[src/rtl/opmode_seq.sv]
module opmode_seq #(
  parameter int MODE_W = 4
) (
  input  logic              clk,
  input  logic              rst_n,
  input  logic              wr_idle,
  input  logic              wr_tmr_halt,
  input  logic              wr_stop,
  input  logic              wr_clk_sel,
  input  logic              clk_sel_d,
  input  logic              wr_hosc,
  input  logic              hosc_d,
  input  logic              wr_losc,
  input  logic              losc_d,
  input  logic              irq,
  input  logic              tbt_clk,
  input  logic              stop_pin,
  output logic [MODE_W-1:0] mode_o,
  output logic              hosc_en,
  output logic              losc_en,
  output logic              clk_sel,
  output logic              cpu_halt,
  output logic              per_halt,
  output logic              err_o
);
  localparam logic [MODE_W-1:0] M_HRUN  = MODE_W'(0);
  localparam logic [MODE_W-1:0] M_DRUN  = MODE_W'(1);
  localparam logic [MODE_W-1:0] M_DSLOW = MODE_W'(2);
  localparam logic [MODE_W-1:0] M_LRUN  = MODE_W'(3);
  localparam logic [MODE_W-1:0] M_HIDLE = MODE_W'(4);
  localparam logic [MODE_W-1:0] M_DIDLE = MODE_W'(5);
  localparam logic [MODE_W-1:0] M_DSLP  = MODE_W'(6);
  localparam logic [MODE_W-1:0] M_LSLP  = MODE_W'(7);
  localparam logic [MODE_W-1:0] M_HTMR  = MODE_W'(8);
  localparam logic [MODE_W-1:0] M_LTMR  = MODE_W'(9);
  localparam logic [MODE_W-1:0] M_STOP  = MODE_W'(10);
  localparam logic [MODE_W-1:0] M_RST   = MODE_W'(11);
  localparam logic [MODE_W-1:0] IDLE_OFS = MODE_W'(4);

  logic [MODE_W-1:0] cur, nxt, ret_q, ret_d;
  logic              tbt_q, err_q;

  wire run_mode  = (cur <= M_LRUN);
  wire idle_mode = (cur >= M_HIDLE) && (cur <= M_LSLP);
  wire tbt_fall  = tbt_q & ~tbt_clk;
  wire bad_code  = (cur > M_STOP);

  function automatic logic [MODE_W-1:0] cfg_next(input logic [MODE_W-1:0] m);
    logic [MODE_W-1:0] r;
    r = m;
    if (wr_clk_sel) begin
      if (m == M_DRUN && clk_sel_d)        r = M_DSLOW;
      else if (m == M_DSLOW && !clk_sel_d) r = M_DRUN;
    end else if (wr_hosc) begin
      if (m == M_DSLOW && !hosc_d)         r = M_LRUN;
      else if (m == M_LRUN && hosc_d)      r = M_DSLOW;
    end else if (wr_losc) begin
      if (m == M_HRUN && losc_d)           r = M_DRUN;
      else if (m == M_DRUN && !losc_d)     r = M_HRUN;
    end
    return r;
  endfunction

  always_comb begin
    nxt   = cur;
    ret_d = ret_q;
    if (run_mode) begin
      if (wr_stop) begin
        nxt   = M_STOP;
        ret_d = cur;
      end else if (wr_tmr_halt) begin
        if (cur == M_HRUN)      nxt = M_HTMR;
        else if (cur == M_LRUN) nxt = M_LTMR;
      end else if (wr_idle) begin
        nxt = cur + IDLE_OFS;
      end else begin
        nxt = cfg_next(cur);
      end
    end else if (idle_mode) begin
      if (irq) nxt = cur - IDLE_OFS;
    end else if (cur == M_HTMR) begin
      if (tbt_fall) nxt = M_HRUN;
    end else if (cur == M_LTMR) begin
      if (tbt_fall) nxt = M_LRUN;
    end else if (cur == M_STOP) begin
      if (stop_pin) nxt = ret_q;
    end else begin
      nxt = M_HRUN;
    end
  end

  always_ff @(posedge clk or negedge rst_n) begin
    if (!rst_n) begin
      cur   <= M_HRUN;
      ret_q <= M_HRUN;
      tbt_q <= 1'b0;
      err_q <= 1'b0;
    end else begin
      cur   <= nxt;
      ret_q <= ret_d;
      tbt_q <= tbt_clk;
      err_q <= err_q | bad_code;
    end
  end

  logic h, l, s;
  always_comb begin
    h = 1'b1; l = 1'b0; s = 1'b0;
    case (cur)
      M_HRUN, M_HIDLE, M_HTMR: begin h = 1'b1; l = 1'b0; s = 1'b0; end
      M_DRUN, M_DIDLE:         begin h = 1'b1; l = 1'b1; s = 1'b0; end
      M_DSLOW, M_DSLP:         begin h = 1'b1; l = 1'b1; s = 1'b1; end
      M_LRUN, M_LSLP, M_LTMR:  begin h = 1'b0; l = 1'b1; s = 1'b1; end
      M_STOP:                  begin h = 1'b0; l = 1'b0; s = 1'b0; end
      default:                 begin h = 1'b1; l = 1'b0; s = 1'b0; end
    endcase
  end

  assign mode_o   = rst_n ? cur : M_RST;
  assign hosc_en  = rst_n ? h : 1'b1;
  assign losc_en  = rst_n & l;
  assign clk_sel  = rst_n & s;
  assign cpu_halt = ~rst_n | ~run_mode;
  assign per_halt = ~rst_n | (cur >= M_HTMR);
  assign err_o    = err_q;


  stop_hold_chk: assert property (@(posedge clk) disable iff (!rst_n)
    (cur == M_STOP && !stop_pin) |=> (cur == M_STOP));


  idle_wake_chk: assert property (@(posedge clk) disable iff (!rst_n)
    (idle_mode && irq) |=> (cur == $past(cur) - IDLE_OFS));


  tmr_hold_chk: assert property (@(posedge clk) disable iff (!rst_n)
    ((cur == M_HTMR || cur == M_LTMR) && !tbt_fall) |=> $stable(cur));


  stop_first_chk: assert property (@(posedge clk) disable iff (!rst_n)
    (run_mode && wr_stop) |=> (cur == M_STOP && !hosc_en && !losc_en));


  halt_nest_chk: assert property (@(posedge clk) disable iff (!rst_n)
    per_halt |-> cpu_halt);


  low_only_sel_chk: assert property (@(posedge clk) disable iff (!rst_n)
    (!hosc_en && losc_en) |-> clk_sel);
endmodule

[config.mk]
export PLATFORM = sky130hd
export DESIGN_NAME = opmode_seq
export DESIGN_NICKNAME = d
export VERILOG_FILES = /design/src/rtl/opmode_seq.sv
export SDC_FILE = /design/constraint.sdc
export NUM_CORES = 1
export LEC_CHECK = 0
export CELL_PAD_IN_SITES_DETAIL_PLACEMENT = 1
export CELL_PAD_IN_SITES_GLOBAL_PLACEMENT = 2
export CORE_UTILIZATION = 25
export CTS_BUF_LIST = sky130_fd_sc_hd__clkbuf_8 sky130_fd_sc_hd__clkbuf_16
export DETAILED_ROUTE_END_ITERATION = 10
export GPL_TIMING_DRIVEN = 0
export PLACE_DENSITY_LB_ADDON = 0.1
export SLEW_MARGIN = 25
export SYNTH_ARGS = -nofsm -noshare
export SYNTH_HDL_FRONTEND = slang
export SYNTH_SLANG_ARGS = --single-unit
[constraint.sdc]
create_clock -name clk -period 2.21 [get_ports clk]
set_input_delay 0.442 -clock clk [delete_from_list [all_inputs] [get_ports clk]]
set_output_delay 0.442 -clock clk [all_outputs]
set_load 0.005 [all_outputs]
==> results.yml <==
layout:
  final_area_sq_mm: 0.00140
  nNetsFinal: 168
  diodes: 0
  n_fill_cell: 425
  area_growth_pct: 47.4
  post-route-util_pct: 40.3
  drive_gt1_share_pct: 28.2
critical_path:
  cp.required_ps: 2330
  cp-end-kind: "flop"
  worstPathMaxFanout: 7
  cp-start-kind: "flop"
  rr_worst_depth: 6
  path_class: "flop to flop"
  crit_arrival_ps: 2310
floorplan:
  initial_core_util_pct: 27.3
  die_h_microns: 63.6
  chipWidth_microns: 63.6
  core_sq_mm: 0.00347
  ioPinCount: 24
  die_area_sq_mm: 0.00404
  rows: 21
timing:
  setup_tns_ps: 0
  slew_headroom_pct: 72.1
  worst_slack_ps: 20.8
  worst_pin_slew_ps: 418
  period_share_pct: 99.1
  finalSetupViolCount: 0
  final_max_slew_viol_count: 0
  hold_viol: 0
  period_needed_ps: 2190
  fin_skew_ps: 3.72
  max_freq_mhz: 457
  rsz0062_at_grt: "true"
clocking:
  numCtsBuffers: 3
  cts_max_path_buffers: 2
  cts.clk_slew.worst_paths_ps: 50
  clock_sinks: 10
  cts_root_buf: "clkbuf_8"
  cts_tree: "done"
  worstSkewPairLatency_ps: 240
  h-tree-depth: 1
synth:
  seq_area_frac_synth_pct: 26.4
  ys.flop_type: "dfrtp_1"
  ys_ff_latch: 10
  yosys_warnings: 0
  synthTopCellsByArea: "dfrtp_1 26%, ha_1 13%, nand2_1 6.7%"
  async_flop_share_pct: 100
  synthCells: 107
  synth_nets: 131
  mappedNetlistArea_sq_um: 947
  avgSynthCellArea_sq_um: 8.85
  yosysTopAreaCell: "dfrtp_1"
  synth_edf_count: 0
  yosysUniqueCellTypes: 37
  synth_top_area_share_pct: 26.4
global_route:
  first_global_vias: 986
  grt_pass1_wl_mm: 4.92
  gr-total-overflow: 0
  grt_max_degree: 19
  grtUsageTotal_pct: 15.8
  antenna_found_initial: 0
drt:
  drtAntennaViolNets: 0
  drt-vias-per-instance: 4.91
  wl_per_cell_microns: 15.5
  drc: 0
  dr.pass1.iters: 4
  drt_iter0_drc: 62
  num_vias: 924
  routed_wl_mm: 2.92
placement:
  port_buffers: 23
  gp_congestion: 0.776
  place_ws_ps: -431
  dp_hpwl_mm: 2.13
  placed_cell_area_sq_mm: 0.00123
pwr:
  leakagePower_nw: 0.615
  power_density_mw_per_mm2: 1290
  ir_drop_mv: 0.483
  finalPower_mw: 1.80
job:
  maxCapViolCount: 0
run_status:
  status: "finished clean"
worst_hold_path:
  hold_path.class: "input port to async pin"
[kinds of logic after synthesis]
family                   share of synthesized area, %
flip-flops                                       26.4
AO/OA/AOI/OAI                                    20.1
buffers and inverters                            6.34
adder cells (fa/ha/maj)                          13.2
AND/OR/NAND/NOR                                  27.1
multiplexers                                     6.87
[layout by cell type (no fill, tap or decap), drive strengths merged, types with 3 or more instances in the layout]
cell / instances
nand3: 5
o22ai: 4
clkdlybuf4s50: 19
ha: 10
dfrtp: 10
inv: 9
mux2: 4
nor2: 3
nand2: 17
o21ai: 6
buf: 12
clkbuf: 3
a21oi: 8
[metal layers]
| layer | vias up | GRT usage [%] | wire length (microns) |
|---|---|---|---|
| li1 | 458 | - | - |
| met1 | 438 | 21.5 | 1420 |
| met4 | 0 | 7.95 | 53 |
| met5 | - | 0 | 0 |
| met3 | 5 | 2.54 | 119 |
| met2 | 23 | 23.8 | 1330 |
[synthesized netlist by cell type (3+ instances only)]
cell type	n
nand3_1	4
nor2_1	3
dfrtp_1	10
a21oi_1	8
mux2_1	3
o22ai_1	4
nand2_1	17
inv_1	9
ha_1	10
o21ai_0	6
[flip-flops by register name (all words and copies together) (netlist names)]
register,cells
ret_q,4
err_o,1
cur,4
tbt_q,1
[stage by stage]
| stage | std cells | hold slack (ps) |
|---|---|---|
| 3_5_place_dp | 176 | 458 |
| 3_3_place_gp | 176 | 450 |
| 5_1_grt | 188 | 249 |
| 6_report | 188 | 226 |
| 2_1_floorplan | 107 | 146 |
| 4_1_cts | 186 | 231 |
[final timing paths]
check                      endpoint  startpoint  slack [ps]
max in group asynchronous    cur[3]       rst_n        1670
setup / recovery             cur[0]      cur[1]          20
setup reg to reg             cur[0]      cur[1]          20
min in group clk              err_o       err_o         470
hold reg to reg               err_o       err_o         470
hold / removal                err_o       rst_n         230
[layout make-up]
class	count	area, sq um	share of cell area, %
multi-input cells	85	669	47.9
flip-flops and latches	10	255	18.3
clock buffers	3	41.3	2.96
plain buffers	3	30.0	2.15
well taps	46	57.6	4.12
inverters	9	36.3	2.60
repair buffers	32	307	22.0
[worst max-delay path, stage by stage, from the launching register on]
cell       delay, ps
dfrtp_2          430
buf_6            150
or4b_4           550
a2111oi_4        400
nor3b_4          100
nand4_2          140
mux2_4           310
[power by group]
group	internal [mW]	leakage, nW	switching (mW)
combinational	0.651	0.474	0.630
sequential	0.263	0.120	0.0670
clock	0.119	0.0216	0.0722
total	1.03	0.615	0.769
[repair_timing]
| item | in CTS | in global routing |
|---|---|---|
| hold buffers | 0 | 0 |
| buffers inserted | 7 | 2 |
| resized for setup | 16 | 10 |
| pin swaps | 0 | 1 |
| endpoints found under the setup margin | 13 | 5 |
| cloned | 0 | 0 |
Power figures use the tool's default switching activity.
